===== src/rtl/pm_wake_pkg.sv =====
`timescale 1ns/1ps
package pm_wake_pkg;
    localparam int unsigned REG_W   = 32;
    localparam int unsigned ADDR_W  = 2;
    localparam int unsigned NUM_EVT = 3;   // 0 link change, 1 pattern, 2 magic

    typedef enum logic [2:0] {
        ST_D0     = 3'd0,
        ST_D1     = 3'd1,
        ST_D2     = 3'd2,
        ST_D3HOT  = 3'd3,
        ST_D3COLD = 3'd4
    } pstate_e;

    localparam logic [ADDR_W-1:0] A_PMCSR = 2'd0;
    localparam logic [ADDR_W-1:0] A_WAKE  = 2'd1;
    localparam logic [ADDR_W-1:0] A_FILT  = 2'd2;
    localparam logic [ADDR_W-1:0] A_PHYC  = 2'd3;

    localparam int unsigned PM_EN_BIT  = 8;
    localparam int unsigned PM_STS_BIT = 15;
    localparam int unsigned FILT_BIT   = 31;
    localparam int unsigned PHY_IE_BIT = 1;
    localparam int unsigned PHY_MK_BIT = 5;
    localparam int unsigned CAUSE_LSB  = 16;

    function automatic int unsigned wake_en_bit(int unsigned idx);
        case (idx)
            0:       return 0;
            1:       return 1;
            default: return 9;
        endcase
    endfunction
endpackage


===== src/rtl/pm_wake_evt.sv =====
`timescale 1ns/1ps
module pm_wake_evt (
    input  logic clk,
    input  logic rst_n,
    input  logic cfg_clear,
    input  logic enable,
    input  logic path_ok,
    input  logic pulse,
    input  logic pme_en,
    input  logic w1c,
    output logic hit,
    output logic cause
);
    logic cause_q;

    assign hit   = pulse & enable & path_ok;
    assign cause = cause_q;

    always_ff @(posedge clk or negedge rst_n) begin
        if (!rst_n)
            cause_q <= 1'b0;
        else
            cause_q <= (cfg_clear ? 1'b0 : (cause_q & ~w1c)) | (hit & pme_en);
    end

    // a counted event is never lost to a clear in the same cycle
    p_cause_set_wins_r8: assert property (@(posedge clk) disable iff (!rst_n)
        (hit && pme_en) |=> cause);
endmodule


===== src/rtl/pm_wake_regs.sv =====
`timescale 1ns/1ps
module pm_wake_regs
    import pm_wake_pkg::*;
(
    input  logic               clk,
    input  logic               rst_n,
    input  logic               wr_ok,
    input  logic [ADDR_W-1:0]  addr,
    input  logic [REG_W-1:0]   wdata,
    input  logic               cfg_clear,
    input  logic [NUM_EVT-1:0] evt_pulse,
    output logic               req_valid,
    output logic [1:0]         req_state,
    output logic               pme_en,
    output logic               pme_sts,
    output logic               filt_en,
    output logic               phy_ie,
    output logic               phy_mask,
    output logic [NUM_EVT-1:0] wake_en,
    output logic [NUM_EVT-1:0] cause,
    output logic               wake_armed
);
    logic               wr_pm, wr_wake, wr_filt, wr_phyc;
    logic [NUM_EVT-1:0] path_ok, hit;
    logic               any_hit;
    logic               pme_en_q, pme_sts_q, filt_q, ie_q, mask_q;

    assign wr_pm   = wr_ok && (addr == A_PMCSR);
    assign wr_wake = wr_ok && (addr == A_WAKE);
    assign wr_filt = wr_ok && (addr == A_FILT);
    assign wr_phyc = wr_ok && (addr == A_PHYC);

    assign req_valid = wr_pm;
    assign req_state = wdata[1:0];

    assign any_hit = (|hit) & pme_en_q;

    for (genvar i = 0; i < NUM_EVT; i++) begin : g_evt
        localparam int unsigned EB = wake_en_bit(i);
        logic en_q;

        if (i == 0) begin : g_link
            assign path_ok[i] = filt_q & ie_q & ~mask_q;
        end else begin : g_plain
            assign path_ok[i] = filt_q;
        end

        always_ff @(posedge clk or negedge rst_n) begin
            if (!rst_n)         en_q <= 1'b0;
            else if (cfg_clear) en_q <= 1'b0;
            else if (wr_wake)   en_q <= wdata[EB];
        end
        assign wake_en[i] = en_q;

        pm_wake_evt u_evt (
            .clk       (clk),
            .rst_n     (rst_n),
            .cfg_clear (cfg_clear),
            .enable    (en_q),
            .path_ok   (path_ok[i]),
            .pulse     (evt_pulse[i]),
            .pme_en    (pme_en_q),
            .w1c       (wr_wake & wdata[CAUSE_LSB+i]),
            .hit       (hit[i]),
            .cause     (cause[i])
        );
    end

    // PME bits: untouched by cfg_clear, only power-on reset clears them
    always_ff @(posedge clk or negedge rst_n) begin
        if (!rst_n) begin
            pme_en_q  <= 1'b0;
            pme_sts_q <= 1'b0;
        end else begin
            if (wr_pm) pme_en_q <= wdata[PM_EN_BIT];
            pme_sts_q <= (pme_sts_q & ~(wr_pm & wdata[PM_STS_BIT])) | any_hit;
        end
    end

    always_ff @(posedge clk or negedge rst_n) begin
        if (!rst_n) begin
            filt_q <= 1'b0;
            ie_q   <= 1'b0;
            mask_q <= 1'b1;
        end else if (cfg_clear) begin
            filt_q <= 1'b0;
            ie_q   <= 1'b0;
            mask_q <= 1'b1;
        end else begin
            if (wr_filt) filt_q <= wdata[FILT_BIT];
            if (wr_phyc) begin
                ie_q   <= wdata[PHY_IE_BIT];
                mask_q <= wdata[PHY_MK_BIT];
            end
        end
    end

    assign pme_en     = pme_en_q;
    assign pme_sts    = pme_sts_q;
    assign filt_en    = filt_q;
    assign phy_ie     = ie_q;
    assign phy_mask   = mask_q;
    assign wake_armed = |(wake_en & path_ok);

    // status stays set until a write-1-to-clear
    p_sts_sticky_r7: assert property (@(posedge clk) disable iff (!rst_n)
        (pme_sts && !(wr_pm && wdata[PM_STS_BIT])) |=> pme_sts);
    // a counted event sets status even against a clear
    p_sts_set_wins_r8: assert property (@(posedge clk) disable iff (!rst_n)
        ((|hit) && pme_en) |=> pme_sts);
    // with PME disabled an event cannot raise status
    p_no_set_when_off_r7: assert property (@(posedge clk) disable iff (!rst_n)
        (!pme_en && !pme_sts) |=> !pme_sts);
endmodule


===== src/rtl/pm_power_fsm.sv =====
`timescale 1ns/1ps
module pm_power_fsm
    import pm_wake_pkg::*;
(
    input  logic       clk,
    input  logic       rst_n,
    input  logic       req_valid,
    input  logic [1:0] req_state,
    input  logic       bus_pwr_ok,
    input  logic       pme_en,
    input  logic       wake_armed,
    input  logic       rxfifo_full,
    output pstate_e    state,
    output logic       cfg_clear,
    output logic       cold,
    output logic       dma_en,
    output logic       irq_en,
    output logic       phy_pwr_en,
    output logic       rx_en
);
    pstate_e state_q, state_d;
    logic    keep_alive;

    always_ff @(posedge clk or negedge rst_n) begin
        if (!rst_n) state_q <= ST_D0;
        else        state_q <= state_d;
    end

    always_comb begin
        state_d   = state_q;
        cfg_clear = 1'b0;
        unique case (state_q)
            ST_D0, ST_D1, ST_D2: begin
                if (req_valid) begin
                    unique case (req_state)
                        2'd0:    state_d = ST_D0;
                        2'd1:    state_d = ST_D1;
                        2'd2:    state_d = ST_D2;
                        default: state_d = ST_D3HOT;
                    endcase
                end
            end
            ST_D3HOT: begin
                if (!bus_pwr_ok) begin
                    state_d = ST_D3COLD;
                end else if (req_valid && (req_state != 2'd3)) begin
                    state_d   = ST_D0;
                    cfg_clear = 1'b1;
                end
            end
            ST_D3COLD: state_d = ST_D3COLD;
            default:   state_d = ST_D0;
        endcase
    end

    assign keep_alive = pme_en & wake_armed;

    always_comb begin
        dma_en     = 1'b0;
        irq_en     = 1'b0;
        phy_pwr_en = 1'b0;
        rx_en      = 1'b0;
        unique case (state_q)
            ST_D0: begin
                dma_en     = 1'b1;
                irq_en     = 1'b1;
                phy_pwr_en = 1'b1;
                rx_en      = 1'b1;
            end
            ST_D1, ST_D2: begin
                phy_pwr_en = 1'b1;
                rx_en      = ~rxfifo_full;
            end
            ST_D3HOT, ST_D3COLD: begin
                phy_pwr_en = keep_alive;
                rx_en      = keep_alive & ~rxfifo_full;
            end
            default: ;
        endcase
    end

    assign state = state_q;
    assign cold  = (state_q == ST_D3COLD);

    // D3cold is only left through reset
    p_cold_hold_r10: assert property (@(posedge clk) disable iff (!rst_n)
        (state_q == ST_D3COLD) |=> (state_q == ST_D3COLD));
    // a request to leave D0 shuts DMA and interrupts the next cycle
    p_leave_d0_quiet_r3: assert property (@(posedge clk) disable iff (!rst_n)
        (state_q == ST_D0 && req_valid && req_state != 2'd0) |=> (!dma_en && !irq_en));
    // power loss in D3hot reaches D3cold
    p_power_loss_r10: assert property (@(posedge clk) disable iff (!rst_n)
        (state_q == ST_D3HOT && !bus_pwr_ok) |=> cold);
endmodule


===== src/rtl/pm_wake_ctrl.sv =====
`timescale 1ns/1ps
module pm_wake_ctrl
    import pm_wake_pkg::*;
(
    input  logic        clk,
    input  logic        rst_n,
    input  logic        pci_clk_present,
    input  logic        bus_pwr_ok,
    input  logic        cfg_wr,
    input  logic [1:0]  cfg_addr,
    input  logic [31:0] cfg_wdata,
    output logic [31:0] cfg_rdata,
    input  logic        phy_irq_pulse,
    input  logic        pattern_pulse,
    input  logic        magic_pulse,
    input  logic        rxfifo_full,
    output logic        dma_en,
    output logic        irq_en,
    output logic        phy_pwr_en,
    output logic        rx_en,
    output logic        pme_n
);
    pstate_e            state;
    logic               cold, cfg_clear, wr_ok;
    logic               req_valid;
    logic [1:0]         req_state;
    logic               pme_en, pme_sts, filt_en, phy_ie, phy_mask, wake_armed;
    logic [NUM_EVT-1:0] wake_en, cause;
    logic [1:0]         state_code;

    assign wr_ok = cfg_wr & pci_clk_present & ~cold;

    pm_wake_regs u_regs (
        .clk        (clk),
        .rst_n      (rst_n),
        .wr_ok      (wr_ok),
        .addr       (cfg_addr),
        .wdata      (cfg_wdata),
        .cfg_clear  (cfg_clear),
        .evt_pulse  ({magic_pulse, pattern_pulse, phy_irq_pulse}),
        .req_valid  (req_valid),
        .req_state  (req_state),
        .pme_en     (pme_en),
        .pme_sts    (pme_sts),
        .filt_en    (filt_en),
        .phy_ie     (phy_ie),
        .phy_mask   (phy_mask),
        .wake_en    (wake_en),
        .cause      (cause),
        .wake_armed (wake_armed)
    );

    pm_power_fsm u_fsm (
        .clk         (clk),
        .rst_n       (rst_n),
        .req_valid   (req_valid),
        .req_state   (req_state),
        .bus_pwr_ok  (bus_pwr_ok),
        .pme_en      (pme_en),
        .wake_armed  (wake_armed),
        .rxfifo_full (rxfifo_full),
        .state       (state),
        .cfg_clear   (cfg_clear),
        .cold        (cold),
        .dma_en      (dma_en),
        .irq_en      (irq_en),
        .phy_pwr_en  (phy_pwr_en),
        .rx_en       (rx_en)
    );

    always_comb begin
        unique case (state)
            ST_D0:   state_code = 2'd0;
            ST_D1:   state_code = 2'd1;
            ST_D2:   state_code = 2'd2;
            default: state_code = 2'd3;
        endcase
    end

    always_comb begin
        cfg_rdata = '0;
        unique case (cfg_addr)
            A_PMCSR: begin
                cfg_rdata[1:0]        = state_code;
                cfg_rdata[PM_EN_BIT]  = pme_en;
                cfg_rdata[PM_STS_BIT] = pme_sts;
            end
            A_WAKE: begin
                for (int i = 0; i < NUM_EVT; i++) begin
                    cfg_rdata[wake_en_bit(i)] = wake_en[i];
                    cfg_rdata[CAUSE_LSB+i]    = cause[i];
                end
            end
            A_FILT: cfg_rdata[FILT_BIT] = filt_en;
            default: begin
                cfg_rdata[PHY_IE_BIT] = phy_ie;
                cfg_rdata[PHY_MK_BIT] = phy_mask;
            end
        endcase
    end

    assign pme_n = ~(pme_sts & pme_en);

    // pme_n falls only after an event or after PME enable rises
    p_pme_cause_r7: assert property (@(posedge clk) disable iff (!rst_n)
        $fell(pme_n) |-> ($past(phy_irq_pulse | pattern_pulse | magic_pulse) || $rose(pme_en)));
    // leaving D3hot empties the configuration registers
    p_exit_clears_r9: assert property (@(posedge clk) disable iff (!rst_n)
        ($past(state) == ST_D3HOT && state == ST_D0) |-> (!filt_en && wake_en == '0 && phy_mask));
    // without the configuration clock nothing is written
    p_noclk_nowrite_r11: assert property (@(posedge clk) disable iff (!rst_n)
        !pci_clk_present |=> ($stable(filt_en) && $stable(phy_ie) && $stable(wake_en)));
    // deep states keep the PHY off while PME is disabled
    p_d3_phy_off_r5: assert property (@(posedge clk) disable iff (!rst_n)
        ((state == ST_D3HOT || state == ST_D3COLD) && !pme_en) |-> !phy_pwr_en);
endmodule


===== config.mk =====
export PLATFORM = sky130hd
export DESIGN_NAME = pm_wake_ctrl
export DESIGN_NICKNAME = d
export VERILOG_FILES = /design/src/rtl/pm_wake_pkg.sv /design/src/rtl/pm_wake_evt.sv /design/src/rtl/pm_wake_regs.sv /design/src/rtl/pm_power_fsm.sv /design/src/rtl/pm_wake_ctrl.sv
export SDC_FILE = /design/constraint.sdc
export NUM_CORES = 1
export LEC_CHECK = 0
export ABC_AREA = 1
export CAP_MARGIN = 20
export CORE_UTILIZATION = 50
export DETAILED_ROUTE_END_ITERATION = 6
export DONT_BUFFER_PORTS = 1
export PLACE_DENSITY = 0.71
export SLEW_MARGIN = 20
export SYNTH_ARGS = -nofsm -noshare
export SYNTH_HDL_FRONTEND = slang
export SYNTH_HIERARCHICAL = 1
export SYNTH_SLANG_ARGS = --single-unit

===== constraint.sdc =====
create_clock -name clk -period 5.53 [get_ports clk]
set_input_delay 0.2765 -clock clk [delete_from_list [all_inputs] [get_ports clk]]
set_output_delay 0.2765 -clock clk [all_outputs]
set_load 0.1 [all_outputs]

Word-level counts from Yosys, hierarchy flattened
Cells that the tools add are included.
- bits in registers: 14
- latch bits: 0
- memory bits (writable): 0
- bits in read-only memories: 0
- input port bits: 43
- output and inout port bits: 37
- logic and storage cells: 138
- memories kept: 0
- add/sub/neg operators: 0
- multiply operators: 0
- div/mod/pow operators: 0
- order comparisons: 6
- eq/ne operators: 12
- shift operators: 0
- mux-type cells: 48
- bitwise gates (word level): 39
- reduce and logical (&&, ||, !) cells: 21
- operator list (cell ; number):
    32-bit by 1-bit greater-or-equal comparator with 1-bit output, second input constant ; 3
    32-bit by 6-bit < comparator with 1-bit output, second input constant ; 3
    32-bit 2-to-1 mux ; 3
    32-bit bitwise mux ; 2
    32-bit AND ; 1
    1-bit AND ; 25
    1-bit 2-to-1 mux ; 22
    1-bit demux with 5-bit select ; 3
    15-bit 2-to-1 mux ; 1
    3-bit 2-to-1 mux ; 4
    1-bit case mux with 2 select lines ; 6
    2-bit case mux with 3 select lines ; 2
    3-bit case mux with 3 select lines ; 1
    3-bit OR reduction ; 3
    1-bit logical AND ; 8
    1-bit inverter ; 8
    2-bit equality test, second input constant ; 3
    3-bit by 2-bit equality test with 1-bit output, second input constant ; 2
    6-bit 2-to-1 mux ; 1
    1-bit case mux with 3 select lines ; 2
    2-bit nonzero test ; 3
    2-bit OR reduction ; 3
    2-bit by 1-bit equality test with 1-bit output, second input constant ; 2
    2-bit logical NOT ; 2
    10 further kinds ; 13

Longest topological paths before layout
Gate-level depths: netlist of the first run.
- word-level depth: 10
- depth in mapped cells: 12
- mapped depth without buffers: 12

Cells and area by module
Netlist of the first run, hierarchy kept.
- modules (own cells, without submodules) (module ; times used ; cells an instance ; area an instance (um2) ; sequential area each (um2)):
    pm_wake_regs ; 1 ; 70 ; 480.5 ; 201.4
    pm_wake_ctrl ; 1 ; 55 ; 302.8 ; 0.0
    pm_power_fsm ; 1 ; 32 ; 217.7 ; 75.1
    pm_wake_evt ; 3 ; 6 ; 52.6 ; 25.0

Worst setup path after synthesis of the first run
Ideal clock, no wire load.
- path kind: register to output
- start point: register u_fsm.state_q[0] (netlist: u_fsm/state[0])
- end point: output port rx_en
- arrival time: 2.673 ns
- required time: 5.253 ns
- path slack: 2.580 ns
- cell stages (with the launch flop): 6
- buffers on the path: 0
- cell sequence: dfrtp_1 > nor2_2 > inv_2 > nor2_4 > nor2_1 > a21oi_1
- longest elaborated chain between the ends: 3
- elaborated cells on any way between the ends: 8
- classes of those cells: eq/ne: 4; mux: 1; reduce/logical: 3
- RTL lines (item ; line ; RTL):
    start: declaration ; pm_power_fsm.sv:21 ; pstate_e state_q, state_d;
    start signal: assignment ; pm_power_fsm.sv:26 ; else state_q <= state_d;
    3-bit equality test (tied with other cells) ; pm_power_fsm.sv:63 ; unique case (state_q)
    2-bit OR reduction, on equally long branches ; n/a ;
    1-bit case mux with 3 select lines (*) ; pm_power_fsm.sv:63 ;
    end: declaration ; pm_wake_ctrl.sv:20 ; output logic rx_en,
Mark *: on every way between the ends. The rest lies on a longest branch, timed or not.

Worst setup path after layout of the first run
Ends and elaborated chain as after synthesis.

==> summary.md, run 1 <==
| Metric | Value |
|---|---|
| Status | complete, no violations |
| DR pass1 iterations | 4 |
| Setup crit end kind | primary output |
| Largest family of logic cells by synthesized area | simple AND/OR/NAND/NOR gates |
| Die span in x | 50.1 microns |
| Startpoint types | register |
| Clk sink count | 14 |
| Minimum clock period after layout | 2.75 ns |
| WL final | about 2200 microns |
| Total placed instance area | 1090 sq um |
| Synthesized area | 1160 sq um |
| Post-synthesis mux area share | 0% |
| Inserted Clock Buffers | 3 |
| CTS resizes | 0 |
| Layout overhead on the synthesized area | -1.84% |
| CTS Hold Bufs | 1 |
| Final slew viol count | 0 |
| CP Max Fanout | 5 |
| Clock skew | 0.00129 ns |
| Reg clk slew, reported paths | 0.09 ns |
| Asr flop ratio synth | between 90% and 100% |
| Insertion delay to the later sink of the worst-skew pair | 0.28 ns |
| FILL cells | roughly 230 |
| Final hold violations | 0 |
| Distinct cells, synth | 21 |
| Rel. slew slack | between 20% and 30% |
| Worst IR Drop VDD | ~0.00013 V |
| Grt total ovfl | 0 |
| Clk root buf | clkbuf_4 |
| Xor/xnor share of the synthesized area | 0% |
| RSZ-0062 raised after global routing | false |
| Die ar. | 2510 sq um |
| Total of max-cap violations | 0 |
| Yosys reg bits | 14 |
| Cell Rows | 17 |
| Routability cong. | 0.747 |
| Post-CTS Setup Inserts | 0 |
| Fmax | 363 MHz |
| Hold WC Path Type | in2reg |
| EDFF count, synth | 0 |
| Most frequent cells in the layout | nand2_1, conb_1, inv_1 |
| Tot GR Track Use | 19.1% |
| Inserted Diodes | 0 |
| Vias | 989 |
| Initial antenna violation count | 0 |
| Worst Path Required | 5.25 ns |
| ANT nets after route | 0 |
| Most common cell after layout, fill and taps aside | nand2_1 |
| Mean post-synth cell area | 6.62 sq um |
| Critical path class | reg2out |
| Pwr dens | approximately 230 nW/um^2 |
| Initial cell density of the core | between 50% and 60% |
| Layout cell share with drive strength beyond 1 | 14.4% |
| Top_reg_cell synth | dfrtp_1 |
| CTS H-Tree Depth | 1 |
| Adder-cell area share of the yosys netlist | 0% |
| IO Count | 80 |
| Routed wire per std cell | between 10 and 15 microns |
| CP arrival | 2.48 ns |
| Post-synthesis sequential area ratio | a little under a third |
| DR DRC count | 0 |
| CORE AREA | 2190 sq um |
| Cell area after layout | ~1100 sq um |
| Syn Inst Count | 175 |
| Finish-stage setup viols | 0 |
| Port Buffers | 0 |
| First-pass GRT wire length | approximately 3600 microns |
| Dpl hpwl | 1750 microns |
| Die Y | 50.1 microns |
| Post-synthesis simple-gate area fraction | 40.6% |
| Setup TNS | 0 ns |
| Synth warn | 6 |
| Final period util | 49.8% |
| P_leak | 0.616 nW |
| Worst-margin pin slew | around 1.2 ns |
| Clock Path Buffers | 2 |
| Vias in the first global route | 822 |
| Pin count of the biggest net entering global routing | 15 |
| DRT iter0 DRCs | 28 |
| Vias per inst | 4.90 |
| TritonCTS clock tree | yes |
| Fin nets | between 200 and 250 |
| Synth Area in Compound Gates | 2.16% |
## flip-flops by register name, indices dropped and copies added, names as in the netlist
| signal | count |
|---|---|
| u_regs/g_evt.en_q | 3 |
| u_regs/filt_en | 1 |
| u_regs/phy_mask | 1 |
| u_regs/pme_en | 1 |
| u_regs/pme_sts | 1 |
| u_fsm/state | 3 |
| u_regs/phy_ie | 1 |
| u_regs/g_evt.u_evt/cause | 3 |
## through the flow
stage	cells	hold WS (ns)	setup WS, ns	total power [mW]	util [%]
finish	202	0.0820	2.78	0.261	51.9
global route	202	0.0768	2.67	0.269	51.9
global placement	197	-0.0186	3.11	0.185	49.8
floorplan	196	-0.0191	2.58	0.198	-
detailed placement	197	-0.0186	3.08	0.186	49.8
CTS	202	0.0761	2.76	0.263	51.9
## path summary, 6_finish.rpt
path	from	endpoint	slack, ns	cells after the start
min in group asynchronous	rst_n	u_regs/g_evt[0].u_evt/cause	0.46	1
worst max register to register	u_fsm/state[2]	u_regs/g_evt[0].en_q	3.10	10
worst max-delay path	u_fsm/state[0]	rx_en	2.78	6
worst min register to register	u_regs/phy_mask	u_regs/phy_mask	0.51	2
max in group asynchronous	rst_n	u_fsm/state[0]	4.65	1
worst min-delay path	bus_pwr_ok	u_fsm/state[2]	0.08	1
## layout make-up
class                           count  area [sq um]  share of cell area [%]
Timing Repair Buffer                2          17.5                    1.54
Inverter                           26          97.6                    8.58
Multi-Input combinational cell    128           599                    52.7
Clock buffer                        4          36.3                    3.19
Sequential cell                    14           352                    30.9
Tap cell                           28          35.0                    3.08
## power by group
group	internal, mW	switching [mW]	total, mW
combinational	0.00315	0.0786	0.0818
clock	0.0400	0.0348	0.0748
sequential	0.103	0.00120	0.104
total	0.146	0.115	0.261
## kinds of logic (layout without fill, tap and decap cells)
kind of cell,Yosys count,count (layout)
buffers and inverters,54,32
other,1,22
flip-flops,14,14
AND/OR/NAND/NOR,102,102
AO/OA/AOI/OAI,4,4
## per-layer routing
metal | vias up | track usage, % | part of all wire, %
li1 | 494 | - | -
met1 | 440 | 23.9 | 44
met2 | 49 | 30.2 | 45
met3 | 6 | 4.24 | 8.3
met4 | 0 | 10.5 | 1.9
met5 | - | 0 | 0
## critical path, stage by stage, from the launching register on
cell and delay [ns]:
dfrtp_1 0.43, nor2_2 0.18, inv_2 0.07, nor2_4 0.07, buf_4 0.48, nor2_1 0.11
a21oi_2 0.87
## Yosys cell counts, types with 3 or more instances
master    instances  area share (%)
nand2_1          43              14
buf_4            28              18
inv_1            21             6.8
nand3_1          20             8.6
nor2_1           19             6.2
dfrtp_1          13              28
nand4_1           6             3.2
inv_2             5             1.6
and3_1            4             2.2
nand3b_1          3             1.9
nor2_2            3             1.6
Power figures use the tool's default switching activity.
==> run 2: changes to the inputs <==
--- a/config.mk
+++ b/config.mk
@@ -10,7 +10,7 @@
 export CORE_UTILIZATION = 50
 export DETAILED_ROUTE_END_ITERATION = 6
 export DONT_BUFFER_PORTS = 1
-export PLACE_DENSITY = 0.71
+export PLACE_DENSITY = 0.74
 export SLEW_MARGIN = 20
 export SYNTH_ARGS = -nofsm -noshare
 export SYNTH_HDL_FRONTEND = slang
==> constraint.sdc (replaced) <==
create_clock -name clk -period 2.3 [get_ports clk]
set_input_delay 0.115 -clock clk [delete_from_list [all_inputs] [get_ports clk]]
set_output_delay 0.115 -clock clk [all_outputs]
set_load 0.1 [all_outputs]
==> summary.md, run 2 (synthesis gave the netlist of run 1 again) <==
| Metric | Value |
|---|---|
| Minimum clock period after layout | 2.00 ns |
| RR Endpoint | u_regs/phy_ie (was u_regs/g_evt[0].en_q) |
| Clk sink count | 14 (unchanged) |
| TritonCTS clock tree | yes (unchanged) |
| Tot GR Track Use | 21.6% (was 19.1%) |
| CTS resizes | 0 (unchanged) |
| Routability cong. | 0.752 (was 0.747) |
| Delay-heaviest family, CP | simple AND/OR/NAND/NOR gates (was compound AO/OA/AOI/OAI gates) |
| Cell mode on critical path | nand2_1 |
| Internal power | 0.339 mW (was 0.146 mW) |
| Die ar. | 2510 sq um (unchanged) |
| NetSw | 0.284 mW (was 0.115 mW) |
| Final period util | between 80% and 90% |
| Finished Core Util | 61.9% (was 51.9%) |
| Reg2Reg Depth | 11 (was 10) |
| Clk root buf | clkbuf_4 (unchanged) |
| Critical Path Start | u_fsm/state[2] (was u_fsm/state[0]) |
| Total of max-cap violations | 0 (unchanged) |
| Inserted Diodes | 0 (unchanged) |
| RR Startpoint | u_fsm/state[2] (unchanged) |
| Worst Path Required | 2.54 ns (was 5.25 ns) |
| Reg2reg setup slack | 0.30 ns (was 3.10 ns) |
| DR DRC count | 0 (unchanged) |
| Hold_sp | cfg_wdata[1] (was bus_pwr_ok) |
| Routed wire per std cell | 11.0 microns (about the same) |
| Worst IR Drop VDD | 0.000294 V (was 0.000131 V) |
| CP arrival | 2.24 ns (was 2.48 ns) |
| Vias in the first global route | 999 (was 822) |
| Comb pwr share | 34.8% (was 31.3%) |
| Seq pwr share | 40.3% (was 40.0%) |
| Clock Path Buffers | 2 (unchanged) |
| Hold WC Path Type | in2reg (unchanged) |
| CP bufs+invs | 3 (was 2) |
| IO Count | 80 (unchanged) |
| Inserted Clock Buffers | 3 (unchanged) |
| Setup TNS | 0 ns (unchanged) |
| Insertion delay to the later sink of the worst-skew pair | 0.29 ns (was 0.28 ns) |
| Slowest stage delay, CP | 0.47 ns (was 0.87 ns) |
| Grt total ovfl | 0 (unchanged) |
| WL final | 2510 microns (was 2220 microns) |
| RSZ-0062 raised after global routing | false (unchanged) |
| Fmax | 500 MHz |
| Most common cell after layout, fill and taps aside | nand2_1 (unchanged) |
| Initial cell density of the core | 52.9% (unchanged) |
| Finish-stage setup viols | 0 (unchanged) |
| Dpl hpwl | 1860 microns (was 1750 microns) |
| Layout cell share with drive strength beyond 1 | 19.1% (was 14.4%) |
| Rel. slew slack | 56.7% (was 21.6%) |
| Die span in x | 50.1 microns (unchanged) |
| ANT nets after route | 0 (unchanged) |
| Setup crit end kind | register (was primary output) |
| Reg clk slew, reported paths | 0.09 ns (about the same) |
| First-pass GRT wire length | 4080 microns (was 3640 microns) |
| Final hold violations | 0 (unchanged) |
| Final slew viol count | 0 (unchanged) |
| Pwr dens | 460 nW/um^2 (was 230 nW/um^2) |
| Layout overhead on the synthesized area | 17.0% (was -1.84%) |
| Vias per inst | 4.81 (was 4.90) |
| Clock network power share | 24.8% (was 28.7%) |
| Pin count of the biggest net entering global routing | 15 (unchanged) |
| Worst-margin pin slew | 0.647 ns (was 1.18 ns) |
| Critical path class | reg2reg (was reg2out) |
| Initial antenna violation count | 0 (unchanged) |
| Critical path depth | 11 (was 6) |
| CORE AREA | 2190 sq um (unchanged) |
| Worst-path cell chain | inv_2 -> nor2_1 -> nor2_1 -> nand2_1 -> inv_2 -> nand2_1 -> nor2_1 -> inv_2 -> nand2_1 -> nand2_1 -> nand2_1 (was nor2_2 -> inv_2 -> nor2_4 -> buf_4 -> nor2_1 -> a21oi_2) |
| CP Max Fanout | 10 (was 5) |
| Post-layout worst setup margin | 0.298 ns (was 2.78 ns) |
| Fin nets | 243 (was 218) |
| CTS H-Tree Depth | 1 (unchanged) |
| Port Buffers | 0 (unchanged) |
| Startpoint types | register (unchanged) |
| Most frequent cells in the layout | nand2_1, conb_1, inv_1 (unchanged) |
| Setup slack at placement | 0.315 ns (was 3.08 ns) |
| Die Y | 50.1 microns (unchanged) |
| DR pass1 iterations | 6 (was 4) |
| DRT iter0 DRCs | 36 (was 28) |
| Clock skew | 0.00224 ns (was 0.00129 ns) |
| Slowest CP cell | dfrtp_1 (was a21oi_2) |
| Status | complete, no violations (unchanged) |
| Vias | 1,093 (was 989) |
| CP Capture Point | u_regs/phy_ie (was rx_en) |
| Cell Rows | 17 (unchanged) |
| WHS | 0.00648 ns (was 0.0820 ns) |
| P_leak | 0.733 nW (was 0.616 nW) |
| Sw Ratio | 45.6% (was 43.9%) |
-- run 2: stage by stage --
stage / std cells / power [mW] / area, sq um
3_3_place_gp: 211 / 0.449 / 1210
2_1_floorplan: 196 / 0.475 / 1240
4_1_cts: 227 / 0.622 / 1360
5_1_grt: 227 / 0.638 / 1360
3_5_place_dp: 211 / 0.450 / 1210
6_report: 227 / 0.623 / 1360
-- run 2: area by class of cell --
class | instances | area, sq um
Timing Repair Buffer | 27 | 245
Clock buffer | 4 | 26.3
Fill cell | 198 | 836
Inverter | 26 | 97.6
Multi-Input combinational cell | 128 | 599
Sequential cell | 14 | 352
Tap cell | 28 | 35.0
-- run 2: worst register-to-register path, delay by kind of cell, from the launching register on --
| family | cells | cell delay, ns |
|---|---|---|
| AND/OR/NAND/NOR | 8 | 1.04 |
| flip-flops | 1 | 0.47 |
| buffers and inverters | 3 | 0.43 |
-- run 2: repair_timing --
item                                   4_1_cts  5_1_grt
hold buffers                                12        0
endpoints found under the hold margin       25        0
setup buffers                                0        0
-- run 2: per-layer routing --
metal  track usage, %  wire length [microns]
met2             39.3                   1300
met1             24.7                   1010
met4             11.0                     43
met3             2.12                    153
met5                0                      0
-- run 2: power groups by stage --
stage	clock network, mW	logic, mW	registers (mW)
after floorplan	0	0.220	0.255
after global placement	0	0.193	0.256
after detailed placement	0	0.194	0.256
after CTS	0.154	0.217	0.251
after global routing	0.163	0.224	0.252
final	0.155	0.217	0.251
-- run 2: how the worst min path moves through the flow --
stage / endpoint / slack (ns) / cells after the start
global route: u_fsm/state[1] / 0.03 / 2
CTS: u_fsm/state[1] / 0.006 / 2
global placement: u_regs/g_evt[2].u_evt/cause / -0.18 / 0
floorplan: u_fsm/state[0] / -0.18 / 0
finish: u_fsm/state[1] / 0.006 / 2
detailed placement: u_regs/g_evt[2].u_evt/cause / -0.18 / 0
